==> src/rtl/sar_adc_pkg.sv <==
package sar_adc_pkg;
  typedef enum logic {
    SRC_SW  = 1'b0,
    SRC_PIN = 1'b1
  } start_src_e;

  typedef enum logic {
    IRQ_ON_DONE = 1'b0,
    IRQ_ON_PIN  = 1'b1
  } irq_src_e;
endpackage

==> src/rtl/sar_trig_sync.sv <==
module sar_trig_sync #(
  parameter int unsigned STAGES = 2
) (
  input  logic clk,
  input  logic rst_n,
  input  logic pin_async,
  output logic fall
);
  logic [STAGES-1:0] sync_q;
  logic              prev_q;
  logic              pin_s;

  generate
    if (STAGES == 1) begin : g_one
      always_ff @(posedge clk or negedge rst_n)
        if (!rst_n) sync_q <= '1;
        else        sync_q <= pin_async;
    end else begin : g_chain
      always_ff @(posedge clk or negedge rst_n)
        if (!rst_n) sync_q <= '1;
        else        sync_q <= {sync_q[STAGES-2:0], pin_async};
    end
  endgenerate

  assign pin_s = sync_q[STAGES-1];

  always_ff @(posedge clk or negedge rst_n)
    if (!rst_n) prev_q <= 1'b1;
    else        prev_q <= pin_s;

  assign fall = prev_q & ~pin_s;

  AST_FALL_SINGLE: assert property (@(posedge clk) disable iff (!rst_n)
    fall |=> !fall);
endmodule

==> src/rtl/sar_step_timer.sv <==
module sar_step_timer #(
  parameter int unsigned RES        = 8,
  parameter int unsigned STEP_CLKS  = 4,
  parameter int unsigned FAST_TOTAL = 50,
  parameter int unsigned SLOW_TOTAL = 56
) (
  input  logic clk,
  input  logic rst_n,
  input  logic slow_mode,
  input  logic start,
  output logic busy,
  output logic decide,
  output logic last,
  output logic done
);
  localparam int unsigned CW        = $clog2(SLOW_TOTAL + 1);
  localparam int unsigned SW        = $clog2(STEP_CLKS);
  localparam int unsigned CONV_CLKS = RES * STEP_CLKS;

  logic [CW-1:0] cnt, total, pre;
  logic [SW-1:0] ph;
  logic          mode_q;
  logic          in_conv;

  assign total   = mode_q ? CW'(SLOW_TOTAL) : CW'(FAST_TOTAL);
  assign pre     = total - CW'(CONV_CLKS);
  assign in_conv = busy && (cnt >= pre);
  assign decide  = in_conv && (ph == SW'(STEP_CLKS - 1)) && !start;
  assign last    = decide && (cnt == total - 1'b1);

  always_ff @(posedge clk or negedge rst_n) begin
    if (!rst_n) begin
      busy   <= 1'b0;
      cnt    <= '0;
      ph     <= '0;
      mode_q <= 1'b0;
      done   <= 1'b0;
    end else if (start) begin
      busy   <= 1'b1;
      cnt    <= '0;
      ph     <= '0;
      mode_q <= slow_mode;
      done   <= 1'b0;
    end else if (busy) begin
      if (cnt == total - 1'b1) begin
        busy <= 1'b0;
        done <= 1'b1;
      end else begin
        cnt  <= cnt + 1'b1;
        done <= 1'b0;
      end
      if (in_conv) ph <= ph + 1'b1;
    end else begin
      done <= 1'b0;
    end
  end

  AST_CNT_RANGE: assert property (@(posedge clk) disable iff (!rst_n)
    busy |-> (cnt < total));
  AST_BUSY_ENDS_DONE: assert property (@(posedge clk) disable iff (!rst_n)
    $fell(busy) |-> done);
  AST_DONE_PULSE: assert property (@(posedge clk) disable iff (!rst_n)
    done |=> !done);
endmodule

==> src/rtl/sar_code_reg.sv <==
module sar_code_reg #(
  parameter int unsigned RES = 8
) (
  input  logic           clk,
  input  logic           rst_n,
  input  logic           start,
  input  logic           decide,
  input  logic           last,
  input  logic           busy,
  input  logic           cmp_in,
  output logic [RES-1:0] trial_code,
  output logic [RES-1:0] result
);
  localparam logic [RES-1:0] TOP = {1'b1, {(RES-1){1'b0}}};

  logic [RES-1:0] sar_q, mask_q, kept;

  assign kept       = cmp_in ? sar_q : (sar_q & ~mask_q);
  assign trial_code = busy ? sar_q : '0;

  always_ff @(posedge clk or negedge rst_n) begin
    if (!rst_n) begin
      sar_q  <= '0;
      mask_q <= '0;
      result <= '0;
    end else if (start) begin
      sar_q  <= TOP;
      mask_q <= TOP;
    end else if (decide) begin
      sar_q  <= last ? kept : (kept | (mask_q >> 1));
      mask_q <= mask_q >> 1;
      if (last) result <= kept;
    end
  end

  AST_FIRST_TRIAL: assert property (@(posedge clk) disable iff (!rst_n)
    start |=> (trial_code == TOP));
  AST_MASK_ONEHOT: assert property (@(posedge clk) disable iff (!rst_n)
    busy |-> $onehot0(mask_q));
endmodule

==> src/rtl/sar_adc_ctrl.sv <==
module sar_adc_ctrl #(
  parameter int unsigned RES        = 8,
  parameter int unsigned STEP_CLKS  = 4,
  parameter int unsigned FAST_TOTAL = 50,
  parameter int unsigned SLOW_TOTAL = 56,
  parameter int unsigned SYNC_STAGES = 2
) (
  input  logic           clk,
  input  logic           rst_n,
  input  logic           slow_mode,
  input  logic           trig_sel,
  input  logic           sw_start,
  input  logic           trig_pin,
  input  logic           irq_sel,
  input  logic           irq_clr,
  input  logic           cmp_in,
  output logic [RES-1:0] trial_code,
  output logic           busy,
  output logic           done,
  output logic [RES-1:0] result,
  output logic           irq_flag
);
  import sar_adc_pkg::*;

  start_src_e src;
  irq_src_e   isrc;
  logic       pin_fall, start_req, decide, last;
  logic       sel_q, sel_chg, irq_evt;

  assign src  = start_src_e'(trig_sel);
  assign isrc = irq_src_e'(irq_sel);

  sar_trig_sync #(.STAGES(SYNC_STAGES)) u_sync (
    .clk(clk), .rst_n(rst_n), .pin_async(trig_pin), .fall(pin_fall)
  );

  assign start_req = (src == SRC_PIN) ? pin_fall : sw_start;

  sar_step_timer #(
    .RES(RES), .STEP_CLKS(STEP_CLKS),
    .FAST_TOTAL(FAST_TOTAL), .SLOW_TOTAL(SLOW_TOTAL)
  ) u_timer (
    .clk(clk), .rst_n(rst_n), .slow_mode(slow_mode), .start(start_req),
    .busy(busy), .decide(decide), .last(last), .done(done)
  );

  sar_code_reg #(.RES(RES)) u_code (
    .clk(clk), .rst_n(rst_n), .start(start_req), .decide(decide),
    .last(last), .busy(busy), .cmp_in(cmp_in),
    .trial_code(trial_code), .result(result)
  );

  assign sel_chg = irq_sel != sel_q;
  assign irq_evt = ((isrc == IRQ_ON_PIN) ? pin_fall : done) | sel_chg;

  always_ff @(posedge clk or negedge rst_n) begin
    if (!rst_n) begin
      sel_q    <= 1'b0;
      irq_flag <= 1'b0;
    end else begin
      sel_q    <= irq_sel;
      irq_flag <= (irq_flag & ~irq_clr) | irq_evt;
    end
  end

  AST_RESULT_HOLD: assert property (@(posedge clk) disable iff (!rst_n)
    !done |-> $stable(result));
  AST_IRQ_STICKY: assert property (@(posedge clk) disable iff (!rst_n)
    (irq_flag && !irq_clr) |=> irq_flag);
  AST_SEL_CHANGE: assert property (@(posedge clk) disable iff (!rst_n)
    sel_chg |=> irq_flag);
  AST_DONE_NOT_BUSY: assert property (@(posedge clk) disable iff (!rst_n)
    done |-> !busy);
endmodule

==> config.mk <==
export PLATFORM = sky130hd
export DESIGN_NAME = sar_adc_ctrl
export DESIGN_NICKNAME = d
export VERILOG_FILES = /design/src/rtl/sar_adc_pkg.sv /design/src/rtl/sar_trig_sync.sv /design/src/rtl/sar_step_timer.sv /design/src/rtl/sar_code_reg.sv /design/src/rtl/sar_adc_ctrl.sv
export SDC_FILE = /design/constraint.sdc
export NUM_CORES = 1
export LEC_CHECK = 0
export ABC_AREA = 0
export BUFFER_PORTS_ARGS = -buffer_cell sky130_fd_sc_hd__buf_2
export CAP_MARGIN = 20
export CORE_UTILIZATION = 50
export DETAILED_ROUTE_END_ITERATION = 7
export PLACE_DENSITY = 0.71
export SLEW_MARGIN = 15
export SYNTH_ARGS = -nofsm -noshare
export SYNTH_HDL_FRONTEND = slang
export SYNTH_SLANG_ARGS = --single-unit
==> constraint.sdc <==
create_clock -name clk -period 3.25 [get_ports clk]
set_input_delay 0.4875 -clock clk [delete_from_list [all_inputs] [get_ports clk]]
set_output_delay 0.4875 -clock clk [all_outputs]
set_load 0.005 [all_outputs]
==> impl_metrics.toml <==
[grt]
busiest_layer = "met2"
met2_usage = 0.364
grtUsageMet3 = 0.0536
antenna_found_initial = 0
grt_first_pass_wirelength_um = 6780
grt_usage = 0.216
grt_overflow = 0
grt_max_degree = 41
grt_pass1_vias = 1511
use_met1 = 0.270

[sta]
fmax_mhz = 448
hold_violations = 0
fin_crit_ps = 2230
tightest_slew_ps = 870
fin_setup_tns_ps = 0
grt_setup_unrepaired = "false"
fin_skew_ps = 9.06
setup_violations = 0
fin_crit_sh = 0.687
slew_violations = 0
slew_headroom = 0.420

[hold_path]
worstHoldPathCells = 1
hp-start = "trig_pin"
hold_path_end = "u_sync.sync_q[0]"
hp-class = "in2reg"

[routing]
drc = 0
routedWlPerCell_um = 14.8
drt-initial-drc-count = 125
viasPerCell = 5.67
num_vias = 1479
ant_nets = 0
drt-pass1-iter-count = 4
wl_um = 3860

[yosys]
synth.net_count = 198
post_synth.cell_area_avg_um2 = 10.4
syn_area_um2 = 1930
synth_cell_types = 40
syn_inst = 185
seq_area_frac_synth = 0.521
ys.warnings.count = 0
ys_ff_latch = 40

[clock_network]
cts_buffer_depth = 2
clk_pin_slew_ps = 80
post_cts_resize_count = 0
cts_tree = "yes"
ctsHoldBuffers = 0
post_cts_buffers = 0
clock_sinks = 40
cts-root-buf = "clkbuf_8"
htree_levels = 2
cts_inserted_buffers = 5
clk_latency_ps = 290

[cells_and_area]
mostFrequentLayoutCell = "dfrtp_1"
antenna_cells = 0
areaGrowthSynthToFinish_pct = 14.3
drive_gt1_frac = 0.216
layoutNonFillerInstCount = 261
nets = 225
layout_common_cells = "dfrtp_1, buf_2, o21ai_0"

[placement]
dp_hpwl_um = 2650
place_congestion = 0.797
dp.cells = 252
io_buffers = 27

[worst_setup_path]
reg2reg_to = "u_code.result[2]"
arrival_ps = 2450
start_kind = "flip-flop"
r2r_setup_slack_ps = 1020
endpoint_kind = "flip-flop"
cp.required_ps = 3470
ff2ff_path_depth = 6
crit_type = "reg2reg"
cp_max_fo = 8
r2r_start = "u_timer.cnt[1]"

[power_and_ir_drop]
power_density_nw_per_um2 = 473
ir_drop_mv = 0.209
power_leakage_nw = 0.973
power.total_mw = 1.04

[floorplanning]
die_y_um = 64.1
dieWidth_um = 64.1
core.rowCount = 22
start_util = 0.523
ios = 28
dieArea_um2 = 4110
core_um2 = 3690

[status]
status = "finished, final reports clean"

[job]
cap_viol_max_count = 0
## how the worst max path moves through the flow
stage,end,cells after the start,from,slack [ps]
after floorplan,u_code.result[0],7,u_timer.mode_q,1330
after detailed placement,u_code.sar_q[1],5,u_timer.cnt[3],860
after CTS,u_code.sar_q[1],5,u_timer.cnt[3],850
final,u_code.result[2],6,u_timer.cnt[1],1020
after global routing,u_code.result[5],6,u_timer.cnt[1],820
after global placement,u_code.sar_q[4],5,u_timer.cnt[3],950
## layer usage
metal,wire (um),up-vias
met5,0,-
met4,58,0
met3,161,8
met2,1860,40
met1,1770,720
li1,-,711
## per-stage QoR
| step | hold slack [ps] | setup WS [ps] | instance area (um2) | util |
|---|---|---|---|---|
| floorplan | 192 | 1330 | 1930 | - |
| global placement | 346 | 952 | 2090 | 0.566 |
| detailed placement | 353 | 863 | 2090 | 0.566 |
| CTS | 288 | 850 | 2200 | 0.596 |
| global route | 276 | 819 | 2200 | 0.598 |
| finish | 293 | 1020 | 2200 | 0.598 |
## report_power, final
group | switching [mW] | internal [mW]
clock network | 0.171 | 0.228
registers | 0.0189 | 0.516
logic | 0.0620 | 0.0468
## layout make-up
cell class                      count  area [um2]
Clock inverter                      2        35.0
Timing Repair Buffer               29         150
Inverter                           19        71.3
Multi-Input combinational cell    117         811
Sequential cell                    40        1000
Clock buffer                        6        72.6
Fill cell                         339        1480
Tap cell                           48        60.1
## worst max-delay path, stage by stage (launching register included)
cell and delay [ps]:
dfrtp_1 410, inv_1 70, ha_1 300, nor4bb_1 450
and3_1 320, and4_4 370, mux2i_1 230
## state kept, by name (all words and copies together), names as in the netlist, 2 cells and up
register and flops:
u_code.sar_q 8, u_code.mask_q 8, u_sync.sync_q 2, u_code.result 8
u_timer.cnt 6, u_timer.ph 2
## cells in the mapped netlist (all sizes together)
| library cell | number | share of area |
|---|---|---|
| or4 | 7 | 0.027 |
| nand2b | 1 | 0.0032 |
| nand3 | 9 | 0.023 |
| a311oi | 1 | 0.0045 |
| and2 | 8 | 0.026 |
| nor2b | 2 | 0.0065 |
| a32o | 7 | 0.036 |
| mux2i | 10 | 0.052 |
| dfstp | 3 | 0.041 |
| and4 | 1 | 0.0058 |
| and3 | 2 | 0.0065 |
| o21a | 3 | 0.016 |
| buf | 3 | 0.010 |
| nor4bb | 1 | 0.0052 |
| a31oi | 1 | 0.0032 |
| o22ai | 1 | 0.0032 |
| mux2 | 1 | 0.0058 |
| a21bo | 1 | 0.0052 |
| xnor2 | 3 | 0.014 |
| nand2 | 5 | 0.0097 |
| nand4 | 1 | 0.0032 |
| xor2 | 1 | 0.0045 |
| ha | 4 | 0.026 |
| clkbuf | 6 | 0.012 |
| nor4 | 1 | 0.0065 |
| dfrtp | 37 | 0.48 |
| nor2 | 6 | 0.012 |
| nand3b | 2 | 0.0078 |
| or4b | 1 | 0.0071 |
| inv | 19 | 0.037 |
| o21ai | 22 | 0.059 |
| nor3 | 1 | 0.0026 |
| or3 | 2 | 0.0065 |
| a21oi | 11 | 0.029 |
| o31ai | 1 | 0.0039 |
## kinds of logic after synthesis
logic type	count (synthesis)	synth area share
adder cells (fa/ha/maj)	4	0.0259
AND/OR/NAND/NOR	50	0.159
multiplexers	11	0.0577
XOR/XNOR	4	0.0182
AO/OA/AOI/OAI	48	0.160
buffers and inverters	28	0.0590
flip-flops	40	0.521
Note: power is estimated with default switching activity, not from simulation.
